### config.mk
export PLATFORM = sky130hd
export DESIGN_NAME = rlc_unit
export DESIGN_NICKNAME = d
export VERILOG_FILES = /design/src/rtl/rlc_pkg.sv /design/src/rtl/rlc_rotate_core.sv /design/src/rtl/rlc_flag_gen.sv /design/src/rtl/rlc_cost_sel.sv /design/src/rtl/rlc_unit.sv
export SDC_FILE = /design/constraint.sdc
export NUM_CORES = 1
export LEC_CHECK = 0
export CAP_MARGIN = 25
export CORE_MARGIN = 1
export CORE_UTILIZATION = 39
export CTS_CLUSTER_SIZE = 8
export DETAILED_ROUTE_END_ITERATION = 12
export PLACE_DENSITY_LB_ADDON = 0.1
export SLEW_MARGIN = 20
export SYNTH_ARGS = -nofsm -noshare
export SYNTH_HDL_FRONTEND = slang
export SYNTH_SLANG_ARGS = --single-unit
### constraint.sdc
create_clock -name clk -period 1.15 [get_ports clk]
set_input_delay 0.23 -clock clk [delete_from_list [all_inputs] [get_ports clk]]
set_output_delay 0.23 -clock clk [all_outputs]
set_load 0.02 [all_outputs]
### src/rtl/rlc_pkg.sv
// Package: shared types for the rotate-through-carry unit.
// Assumes an 8-bit datapath; the mode encoding is fixed at one bit.
package rlc_pkg;

    // Instruction form selected by the mode pin.
    typedef enum logic {
        MODE_ACC = 1'b0,
        MODE_REG = 1'b1
    } rot_mode_e;

    // Condition flags produced by the unit.
    typedef struct packed {
        logic z;
        logic n;
        logic h;
        logic c;
    } flags_t;

endpackage

### src/rtl/rlc_rotate_core.sv
// Module: rlc_rotate_core
// Rotates an operand left one place through the carry.
// Assumes DATA_W >= 2; purely combinational.
module rlc_rotate_core #(
    parameter int DATA_W = 8
) (
    input  logic [DATA_W-1:0] op_i,
    input  logic              cin_i,
    output logic [DATA_W-1:0] res_o,
    output logic              cout_o
);

    localparam int MSB = DATA_W - 1;

    // Purpose: shift the operand up and feed the old carry in at bit 0.
    always_comb begin
        res_o  = {op_i[MSB-1:0], cin_i};
        cout_o = op_i[MSB];
    end

endmodule

### src/rtl/rlc_flag_gen.sv
// Module: rlc_flag_gen
// Builds the four flags from the rotate output and the instruction form.
// Assumes the rotate core already supplies the carry out.
module rlc_flag_gen
    import rlc_pkg::*;
#(
    parameter int DATA_W = 8
) (
    input  logic [DATA_W-1:0] res_i,
    input  logic              cout_i,
    input  rot_mode_e         mode_i,
    output flags_t            flags_o
);

    logic res_is_zero;

    // Purpose: detect an all-zero rotate result.
    always_comb begin
        res_is_zero = (res_i == '0);
    end

    // Purpose: set zero per mode; subtract and half-carry are always low.
    always_comb begin
        flags_o.n = 1'b0;
        flags_o.h = 1'b0;
        flags_o.c = cout_i;
        if (mode_i == MODE_REG) begin
            flags_o.z = res_is_zero;
        end else begin
            flags_o.z = 1'b0;
        end
    end

endmodule

### src/rtl/rlc_cost_sel.sv
// Module: rlc_cost_sel
// Returns the tick cost of the selected instruction form.
// Assumes both costs fit in CYC_W bits.
module rlc_cost_sel
    import rlc_pkg::*;
#(
    parameter int CYC_W    = 5,
    parameter int ACC_COST = 4,
    parameter int REG_COST = 8
) (
    input  rot_mode_e        mode_i,
    output logic [CYC_W-1:0] cycles_o
);

    localparam logic [CYC_W-1:0] ACC_C = CYC_W'(ACC_COST);
    localparam logic [CYC_W-1:0] REG_C = CYC_W'(REG_COST);

    // Purpose: pick the cost for the current form.
    always_comb begin
        cycles_o = (mode_i == MODE_REG) ? REG_C : ACC_C;
    end

endmodule

### src/rtl/rlc_unit.sv
// Module: rlc_unit
// Registered wrapper around the rotate, flag and cost logic.
// It captures the outputs on a valid strobe and holds them otherwise.
// Assumes a single clock domain and a synchronous active-low reset.
module rlc_unit
    import rlc_pkg::*;
#(
    parameter int DATA_W   = 8,
    parameter int CYC_W    = 5,
    parameter int ACC_COST = 4,
    parameter int REG_COST = 8
) (
    input  logic              clk,
    input  logic              rst_n,
    input  logic              valid_in,
    input  logic              mode,
    input  logic [DATA_W-1:0] operand,
    input  logic              carry_in,
    output logic [DATA_W-1:0] result,
    output logic              flag_z,
    output logic              flag_n,
    output logic              flag_h,
    output logic              flag_c,
    output logic [CYC_W-1:0]  cycles,
    output logic              valid_out
);

    rot_mode_e         mode_e;
    logic [DATA_W-1:0] rot_res;
    logic              rot_cout;
    flags_t            rot_flags;
    logic [CYC_W-1:0]  rot_cycles;

    // Purpose: map the plain mode pin onto the enum type.
    always_comb begin
        mode_e = rot_mode_e'(mode);
    end

    rlc_rotate_core #(.DATA_W(DATA_W)) u_core (
        .op_i   (operand),
        .cin_i  (carry_in),
        .res_o  (rot_res),
        .cout_o (rot_cout)
    );

    rlc_flag_gen #(.DATA_W(DATA_W)) u_flags (
        .res_i   (rot_res),
        .cout_i  (rot_cout),
        .mode_i  (mode_e),
        .flags_o (rot_flags)
    );

    rlc_cost_sel #(
        .CYC_W    (CYC_W),
        .ACC_COST (ACC_COST),
        .REG_COST (REG_COST)
    ) u_cost (
        .mode_i   (mode_e),
        .cycles_o (rot_cycles)
    );

    // Purpose: capture the datapath on a strobe, hold it otherwise.
    always_ff @(posedge clk) begin
        if (!rst_n) begin
            result <= '0;
            flag_z <= 1'b0;
            flag_n <= 1'b0;
            flag_h <= 1'b0;
            flag_c <= 1'b0;
            cycles <= '0;
        end else if (valid_in) begin
            result <= rot_res;
            flag_z <= rot_flags.z;
            flag_n <= rot_flags.n;
            flag_h <= rot_flags.h;
            flag_c <= rot_flags.c;
            cycles <= rot_cycles;
        end
    end

    // Purpose: delay the strobe by one cycle to mark fresh outputs.
    always_ff @(posedge clk) begin
        if (!rst_n) begin
            valid_out <= 1'b0;
        end else begin
            valid_out <= valid_in;
        end
    end

    // captured result is the operand moved up with the old carry at bit 0.
    a_r2_result_rotated: assert property (@(posedge clk) disable iff (!rst_n)
        valid_out |-> result == {$past(operand[DATA_W-2:0]), $past(carry_in)});

    // carry out is the former top bit.
    a_r3_carry_from_msb: assert property (@(posedge clk) disable iff (!rst_n)
        valid_out |-> flag_c == $past(operand[DATA_W-1]));

    // subtract and half-carry never set.
    a_r4_n_h_clear: assert property (@(posedge clk) disable iff (!rst_n)
        valid_out |-> (!flag_n && !flag_h));

    // accumulator form never reports zero.
    a_r5_acc_zero_low: assert property (@(posedge clk) disable iff (!rst_n)
        (valid_out && !$past(mode)) |-> !flag_z);

    // register form reports zero exactly on an all-zero result.
    a_r6_reg_zero_match: assert property (@(posedge clk) disable iff (!rst_n)
        (valid_out && $past(mode)) |-> flag_z == (result == '0));

    // cost follows the form.
    a_r7_cost: assert property (@(posedge clk) disable iff (!rst_n)
        valid_out |-> cycles == ($past(mode) ? CYC_W'(REG_COST) : CYC_W'(ACC_COST)));

    // outputs hold when no strobe is given.
    a_r8_hold: assert property (@(posedge clk) disable iff (!rst_n)
        (rst_n && !valid_in) |=> ($stable(result) && $stable(flag_z) && $stable(flag_c)
                                  && $stable(cycles)));

    // valid_out follows a strobe by exactly one edge.
    a_r9_valid_follow: assert property (@(posedge clk) disable iff (!rst_n)
        (rst_n && valid_in) |=> valid_out);

endmodule

== Yosys cells after proc, flatten, opt, wreduce, memory -nomap -nowiden ==
Index checks and enable logic that the tools add are counted.

* Register bits: 16
* Input port bits: 13
* Output and inout port bits: 18
* Word-level logic and storage cells: 8

* Mux-type cells: 2
* Reductions and logical operators: 1

{| class="wikitable"
|+ Operators by type and width
! operator !! number
|-
| $logic_not 8->1 || 1
|-
| $mux 4 || 1
|-
| $mux 1 || 1
|}

== Longest topological paths before layout ==
Gate-level depths: netlist of the first run.

* Depth in word-level cells: 2
* Depth in mapped cells: 5

== Hierarchy ==
A second synthesis of the first run with hierarchy kept.

* Cell total of the unflattened synthesis: 78
* Area, all modules: 839.6 µm²

{| class="wikitable"
|+ By module, submodules not included
! module !! instances !! cells an instance !! area an instance (µm²) !! sequential area each (µm²)
|-
| rlc_unit || 1 || 56 || 679.4 || 360.3
|-
| rlc_rotate_core || 1 || 9 || 67.6 || 0.0
|-
| rlc_flag_gen || 1 || 7 || 55.1 || 0.0
|-
| rlc_cost_sel || 1 || 6 || 37.5 || 0.0
|}

== Worst setup path after synthesis of the first run ==
Ideal clock, no wire load.

* Path kind: in2reg
* Start: input port valid_in
* End: register flag_z
* Setup time: 0.114 ns
* Arrival: 0.715 ns
* Slack: 0.321 ns
* Stages on the path: 5
* Buffers on the path: 2
* Cells stage by stage: buf_6 -> buf_12 -> and2_4 -> nand4_1 -> nand2_1

{| class="wikitable"
|+ RTL lines
! what !! line !! source
|-
| start, declared || rlc_unit.sv:15 || <nowiki>input logic valid_in,</nowiki>
|-
| end signal, assigned || rlc_unit.sv:73 || <nowiki>flag_z <= rot_flags.z;</nowiki>
|-
| end, declared || rlc_unit.sv:20 || <nowiki>output logic flag_z,</nowiki>
|}

== Final worst setup path of the first run ==
* Start: register result[7]
* End: output port result[7]

{| class="wikitable"
|+ RTL lines
! what !! line !! source
|-
| start, declared || rlc_unit.sv:19 || <nowiki>output logic [DATA_W-1:0] result,</nowiki>
|-
| start signal, assigned || rlc_unit.sv:72 || <nowiki>result <= rot_res;</nowiki>
|}

No word-level cell between the ends.

==> results of run 1 <==
==> cells in the mapped netlist <==
| master | n |
|---|---|
| clkbuf_1 | 1 |
| buf_6 | 1 |
| and2_4 | 1 |
| nor4b_1 | 1 |
| nand3b_1 | 1 |
| buf_4 | 5 |
| buf_12 | 1 |
| conb_1 | 1 |
| mux2i_1 | 11 |
| and2_1 | 1 |
| nor2b_1 | 10 |
| nor3_1 | 1 |
| inv_1 | 1 |
| dfxtp_1 | 13 |
| nand4_1 | 1 |
| nand2_1 | 1 |
| nor2_1 | 1 |
==> stage by stage <==
stage               hold WS, ns  util [%]  setup WS, ns  total power [mW]
global placement          0.459      62.6        -0.134             0.714
global route              0.508      62.4       0.00370              1.01
detailed placement        0.466      62.6        -0.147             0.716
CTS                       0.480      65.0      0.000255             0.983
finish                    0.483      62.4        0.0513             0.954
floorplan                 0.358         -         0.321             0.620
==> routing by layer <==
layer / GRT usage (%) / routed length, microns
met5: 0 / 0
met4: 5.17 / 0
met3: 8.89 / 86
met2: 21.4 / 475
met1: 15.5 / 407
==> tightest hold or removal path, delay by kind of cell (launching register included) <==
kind / cells / cell delay [ns]
and+or+nand+nor: 2 / 0.13
DFF: 1 / 0.31
==> placed cells by master, fill, tap and decap left out, drive strengths merged <==
cell,netlist,final
and2,2,2
buf,7,5
clkbuf,1,11
clkdlybuf4s15,0,6
clkdlybuf4s50,0,12
conb,1,5
dfxtp,13,13
inv,1,1
mux2i,11,11
nand2,1,1
nand3b,1,1
nand4,1,1
nor2,1,1
nor2b,10,10
nor3,1,1
nor4b,1,1
==> cell families (layout without fill, tap and decap cells) <==
| kind of cell | Yosys count | count (layout) | share of synthesized area (%) |
|---|---|---|---|
| other | 1 | 5 | 0.666 |
| muxes | 11 | 11 | 19.6 |
| DFF | 13 | 13 | 46.2 |
| buffers and inverters | 9 | 35 | 13.6 |
| and+or+nand+nor | 18 | 18 | 20.0 |
==> power breakdown <==
| group | switching [mW] | internal, mW |
|---|---|---|
| Clock | 0.133 | 0.134 |
| Sequential | 0.0111 | 0.475 |
| Combinational | 0.0941 | 0.107 |
==> state kept, by name, summed over array words and instances (netlist names) <==
| register | flops |
|---|---|
| flag_z | 1 |
| valid_out | 1 |
| flag_c | 1 |
| result | 8 |
| cycles | 2 |
==> path summary, 6_finish.rpt <==
kind | to | slack [ns]
setup / recovery | result[7] | 0.05
hold / removal | flag_z$_SDFFE_PN0P_ | 0.48
setup reg to reg | cycles[2]$_SDFFE_PN0P_ | 0.50
hold reg to reg | flag_z$_SDFFE_PN0P_ | 0.48
==> cell type report <==
| cell class | instances | share of cell area, % |
|---|---|---|
| multi-input combinational | 34 | 29.4 |
| clock buffer | 4 | 3.20 |
| sequential | 13 | 31.7 |
| timing repair buffer | 30 | 33.0 |
| inverter | 1 | 0.457 |
| tap | 15 | 2.28 |
==> impl_metrics.csv, run 1 <==
group,metric,value,unit
yosys,ys_seq_area_share,46.2,%
floorplan,die_y,40.0,microns
clock_network,clockBufferDepth,2,
setup_path,critPathBufInv,1,
yosys,synth_cells,52,
layout,nets,96,
drt,vias_per_cell,4.39,
layout,regArea,260,sq um
power_and_ir_drop,leakagePower,0.375,nW
setup_path,arrival,0.87,ns
setup_path,cp_cell_sequence,"clkdlybuf4s15_2",
yosys,synth_top_area_share,46.2,%
sta,setup_viol,0,
yosys,synth.area.top_cells,"dfxtp_1, mux2i_1, nor2b_1",
yosys,synth_warnings,0,
floorplan,rows,13,
place,gp_congestion,0.654,
global_route,grt_pass1_wl,1390,microns
setup_path,crit_slowest_cell,"dfxtp_1",
floorplan,start_util,42.7,%
drt,first_iter_violations,4,
clock_network,h-tree-depth,1,
setup_path,startpoint,"result[7]$_SDFFE_PN0P_",
setup_path,r2r_cells,3,
clock_network,clockRootBuffer,"clkbuf_4",
clock_network,cts_setup_buffers,0,
global_route,track_usage,14.0,%
layout,area_growth,46.0,%
sta,skew,0,ns
layout,drive_gt1_share,25.6,%
drt,firstDrtPassIters,2,
layout,layoutNonFillerInstCount,97,
setup_path,crit_family,"flip-flops",
clock_network,clk_pin_slew,0.07,ns
power_and_ir_drop,power_density,1160,nW/um^2
setup_path,critPathCaptureType,"primary output",
drt,wl_per_cell,10.0,microns
setup_path,critical-path-max-stage-delay,0.34,ns
global_route,grt_overflow,0,
floorplan,design.die.area,1600,sq um
layout,multiInputGateArea,241,sq um
setup_path,start_kind,"register",
setup_path,critPathRequiredTime,0.92,ns
yosys,synth_cell_types,17,
setup_path,timing.rr.start,"cycles[2]$_SDFFE_PN0P_",
place,hpwl,739,microns
run,max_cap_violations,0,
clock_network,hold_buffers,0,
global_route,grt_pass1_vias,347,
sta,period_share,95.5,%
drt,vias,426,
sta,report.final.slew_viol_count,0,
floorplan,fp.dieW,40.0,microns
place,dp_cells,93,
layout,antenna_cells,0,
clock_network,ctsResizeCount,30,
sta,timing.setup.tns,0,ns
setup_path,cp.depth,1,
hold_path,min_from,"flag_z$_SDFFE_PN0P_",
hold_path,hold_depth,2,
layout,finalInstanceArea,822,sq um
setup_path,critPathKind,"register to primary output",
drt,drt_drc_violations_left,0,
clock_network,cts-buffers-inserted,3,
sta,timing.final.crit_period,1.10,ns
power_and_ir_drop,ir_drop,889,uV
place,dpl-instance-area,825,sq um
place,io_buffers,25,
yosys,syn_area_per_cell,10.8,sq um
floorplan,io_pins,31,
drt,drt-total-wl,970,microns
clock_network,clock_latency,0.27,ns
global_route,grt_antenna_before_repair,0,
yosys,synth-seq-cells,13,
sta,max_freq,910,MHz
layout,fillers,123,
clock_network,tritoncts,"yes",
drt,drtAntennaViolNets,0,
global_route,grt_max_degree,14,
sta,rsz0062_at_grt,"false",
sta,finalHoldViolCount,0,
clock_network,cts.sinks,13,
yosys,synth_area,563,sq um
setup_path,cp_max_fo,2,
hold_path,worst_hold_path_type,"register to register",
floorplan,core,1320,sq um
run_status,status,"finished, final reports clean",
yosys,synth_area_leader_cell,"dfxtp_1",
Note: power is estimated with default switching activity, not from simulation.
==> run 2, diff against run 1 <==
- MAX_ROUTING_LAYER: default -> met4
- SLEW_MARGIN: 20 -> default
==> impl_metrics.csv, run 2 (synthesis results as in run 1) <==
group,metric,value,unit
setup_path,r2r_cells,3,
clock_network,cts-buffers-inserted,3,
drt,vias,423,
layout,finalInstanceArea,822,sq um
setup_path,critical-path-max-stage-delay,0.34,ns
place,io_buffers,25,
run_status,status,"finished, final reports clean",
power_and_ir_drop,pwr-share-comb,21.1,%
layout,largest_register_ffs,8,
layout,area_growth,46.0,%
global_route,grt_pass1_vias,344,
sta,rsz0062_at_grt,"false",
global_route,grt_antenna_before_repair,0,
floorplan,core,1320,sq um
sta,timing.setup.tns,0,ns
layout,drive_gt1_share,25.6,%
layout,final_cell_mix,"dfxtp_1, clkdlybuf4s50_1, mux2i_1",
drt,first_iter_violations,4,
place,gp_congestion,0.660,
drt,drt_drc_violations_left,0,
clock_network,cts.sinks,13,
sta,setup_viol,0,
setup_path,crit_slowest_cell,"dfxtp_1",
floorplan,die_y,40.0,microns
layout,nets,96,
layout,layout_commonest_cell,"dfxtp_1",
setup_path,critPathBufInv,1,
global_route,track_usage,14.7,%
sta,holdWs,0.483,ns
layout,top_regs,"result: 8 flops, cycles: 2 flops",
power_and_ir_drop,p_switching,0.239,mW
floorplan,start_util,42.7,%
drt,wl_per_cell,10.1,microns
setup_path,crit_family,"flip-flops",
drt,vias_per_cell,4.36,
clock_network,hold_buffers,0,
drt,firstDrtPassIters,2,
clock_network,tritoncts,"yes",
global_route,grt_overflow,0,
power_and_ir_drop,sequentialPowerShare,50.9,%
clock_network,cts_setup_buffers,0,
hold_path,worst_hold_path_type,"register to register",
power_and_ir_drop,p_sw_share,25.0,%
global_route,grt_max_degree,14,
clock_network,clockRootBuffer,"clkbuf_4",
setup_path,cp_max_fo,2,
place,dpl-instance-area,825,sq um
power_and_ir_drop,ir_drop,890,uV
clock_network,h-tree-depth,1,
sta,report.final.slew_viol_count,0,
sta,timing.final.crit_period,1.10,ns
floorplan,design.die.area,1600,sq um
power_and_ir_drop,p_int,0.716,mW
floorplan,fp.dieW,40.0,microns
sta,finalHoldViolCount,0,
clock_network,clk_pin_slew,0.07,ns
setup_path,critPathKind,"register to primary output",
setup_path,cp_cell_sequence,"clkdlybuf4s15_2",
clock_network,clock_latency,0.27,ns
sta,skew,0,ns
place,hpwl,739,microns
power_and_ir_drop,leakagePower,0.375,nW
power_and_ir_drop,p_clk_share,28.0,%
global_route,grt_pass1_wl,1420,microns
setup_path,critPathRequiredTime,0.92,ns
drt,drtAntennaViolNets,0,
floorplan,io_pins,31,
layout,fillers,123,
setup_path,start_kind,"register",
layout,antenna_cells,0,
sta,period_share,95.6,%
hold_path,hold_depth,2,
floorplan,rows,13,
setup_path,arrival,0.87,ns
sta,max_freq,910,MHz
layout,regMostFlops,"result",
power_and_ir_drop,power_density,1160,nW/um^2
setup_path,critPathCaptureType,"primary output",
clock_network,clockBufferDepth,2,
drt,drt-total-wl,981,microns
setup_path,cp.depth,1,
run,max_cap_violations,0,
[run 2: layout make-up]
type / instances / area [sq um] / share of cell area (%)
inverters: 1 / 3.75 / 0.457
repair buffers: 30 / 272 / 33.0
flip-flops and latches: 13 / 260 / 31.7
multi-input cells: 34 / 241 / 29.4
well taps: 15 / 18.8 / 2.28
clock buffers: 4 / 26.3 / 3.20
[run 2: path summary, 6_finish.rpt]
check / start / to / slack (ns)
setup reg to reg: cycles[2]$_SDFFE_PN0P_ / cycles[2]$_SDFFE_PN0P_ / 0.50
setup / recovery: result[7]$_SDFFE_PN0P_ / result[7] / 0.05
hold reg to reg: flag_z$_SDFFE_PN0P_ / flag_z$_SDFFE_PN0P_ / 0.48
hold / removal: flag_z$_SDFFE_PN0P_ / flag_z$_SDFFE_PN0P_ / 0.48
[run 2: stage by stage]
stage	total power [mW]	cells	worst slack [ns]	utilization, %
floorplan	0.620	56	0.321	-
global placement	0.714	93	-0.134	62.6
detailed placement	0.716	93	-0.147	62.6
CTS	0.983	97	0.000255	65.0
global route	1.01	97	0.00370	62.4
finish	0.955	97	0.0507	62.4
[run 2: per-layer routing]
layer | wire, microns | up-vias | part of all wire [%] | GRT usage, %
met3 | 81 | 0 | 8.3 | 8.33
met1 | 438 | 187 | 45 | 17.2
met4 | 0 | 0 | 0 | 5.17
met5 | 0 | - | 0 | -
li1 | - | 219 | - | -
met2 | 460 | 17 | 47 | 21.0
[run 2: power groups by stage]
stage / clock network (mW) / registers (mW) / logic (mW)
2_1_floorplan: 0 / 0.527 / 0.0933
3_3_place_gp: 0 / 0.496 / 0.218
3_5_place_dp: 0 / 0.496 / 0.219
4_1_cts: 0.287 / 0.486 / 0.210
5_1_grt: 0.306 / 0.489 / 0.218
6_report: 0.268 / 0.486 / 0.202
[run 2: timing repair]
action / in CTS / in global routing
gates resized for setup: 30 / 8
endpoints found under the setup margin: 13 / 8
gates cloned: 0 / 0
==> run 3, diff against run 2 <==
- GPL_TIMING_DRIVEN: default -> 0
==> impl_metrics.csv, run 3 (synthesis results as in run 1) <==
group,metric,value,unit
layout,fillers,128,
power_and_ir_drop,ir_drop,617,uV
setup_path,crit_family,"flip-flops",
place,hpwl,757,microns
drt,first_iter_violations,5,
clock_network,clockBufferDepth,2,
power_and_ir_drop,power_density,1160,nW/um^2
drt,drt-total-wl,980,microns
layout,regMostFlops,"result",
drt,vias_per_cell,4.30,
global_route,grt_max_degree,11,
layout,antenna_cells,0,
place,gp_congestion,0.700,
power_and_ir_drop,power,0.966,mW
place,dp_slack,-0.159,ns
drt,drtAntennaViolNets,0,
sta,fin_ws,0.0459,ns
clock_network,cts-buffers-inserted,3,
setup_path,critPathBufInv,1,
sta,skew,0,ns
setup_path,critical-path-max-stage-delay,0.34,ns
sta,timing.final.crit_period,1.10,ns
place,io_buffers,24,
global_route,track_usage,15.1,%
setup_path,critPathRequiredTime,0.92,ns
setup_path,start_kind,"register",
floorplan,io_pins,31,
global_route,grt_pass1_vias,363,
clock_network,clk_pin_slew,0.08,ns
floorplan,die_y,40.0,microns
floorplan,start_util,42.7,%
power_and_ir_drop,leakagePower,0.386,nW
setup_path,cp_max_fo,2,
drt,wl_per_cell,9.90,microns
drt,firstDrtPassIters,2,
layout,top_regs,"result: 8 flops, cycles: 2 flops",
setup_path,cp_cell_sequence,"clkdlybuf4s15_2",
setup_path,arrival,0.87,ns
clock_network,tritoncts,"yes",
layout,area_growth,48.2,%
clock_network,cts.sinks,13,
global_route,grt_overflow,0,
layout,layout_commonest_cell,"dfxtp_1",
global_route,grt_antenna_before_repair,0,
setup_path,critPathCaptureType,"primary output",
clock_network,cts_setup_buffers,0,
layout,layoutNonFillerInstCount,99,
place,dp_cells,95,
run,max_cap_violations,0,
layout,nets,98,
drt,vias,426,
sta,setup_viol,0,
sta,timing.setup.tns,0,ns
sta,finalHoldViolCount,0,
layout,postLayoutCoreUtil,63.3,%
floorplan,fp.dieW,40.0,microns
clock_network,clock_latency,0.27,ns
setup_path,crit_slowest_cell,"dfxtp_1",
sta,period_share,96.0,%
sta,rsz0062_at_grt,"false",
global_route,grt_pass1_wl,1520,microns
floorplan,core,1320,sq um
sta,max_freq,906,MHz
clock_network,clockRootBuffer,"clkbuf_4",
floorplan,rows,13,
layout,largest_register_ffs,8,
layout,drive_gt1_share,27.4,%
drt,drt_drc_violations_left,0,
layout,final_cell_mix,"dfxtp_1, mux2i_1, clkdlybuf4s50_1",
floorplan,design.die.area,1600,sq um
clock_network,h-tree-depth,1,
run_status,status,"finished, final reports clean",
setup_path,critPathKind,"register to primary output",
sta,report.final.slew_viol_count,0,
hold_path,worst_hold_path_type,"input pin to register",
==> run 3: cell type report <==
cell class | instances | area, sq um | area share, %
multi-input cells | 34 | 241 | 28.9
inverters | 1 | 3.75 | 0.450
flip-flops and latches | 13 | 260 | 31.2
well taps | 15 | 18.8 | 2.25
clock buffers | 4 | 26.3 | 3.15
plain buffers | 8 | 72.6 | 8.70
repair buffers | 24 | 211 | 25.3
==> run 3: power breakdown <==
group          internal (mW)  leakage (nW)  switching (mW)
clock network          0.134        0.0150           0.139
logic                  0.111         0.264          0.0963
registers              0.475         0.107          0.0109
==> run 3: layer usage <==
layer  share of wire [%]  vias up  GRT usage (%)
li1                    -      224              -
met1                  45      185           18.1
met2                  48       15           22.2
met3                 6.0        2           5.00
met4                 1.0        0           7.76
met5                   0        -              -
==> run 3: stage by stage <==
| stage | hold slack, ns | area (sq um) |
|---|---|---|
| after CTS | 0.256 | 868 |
| after global routing | 0.271 | 835 |
| after detailed placement | 0.461 | 837 |
| after global placement | 0.459 | 837 |
| final | 0.266 | 835 |
| after floorplan | 0.358 | 578 |
==> run 3: path summary, 6_finish.rpt <==
| check | from | endpoint | cells after the start | slack [ns] |
|---|---|---|---|---|
| worst min register to register | flag_z$_SDFFE_PN0P_ | flag_z$_SDFFE_PN0P_ | 2 | 0.47 |
| worst min-delay path | valid_in | result[4]$_SDFFE_PN0P_ | 3 | 0.27 |
| worst max register to register | cycles[2]$_SDFFE_PN0P_ | cycles[2]$_SDFFE_PN0P_ | 3 | 0.50 |
| worst max-delay path | result[1]$_SDFFE_PN0P_ | result[1] | 1 | 0.05 |
==> run 3: what timing repair did <==
action | in CTS | in global routing
setup endpoints to repair | 13 | 8
hold buffers | 0 | 0
resized for setup | 30 | 8
pin swaps | 0 | 0
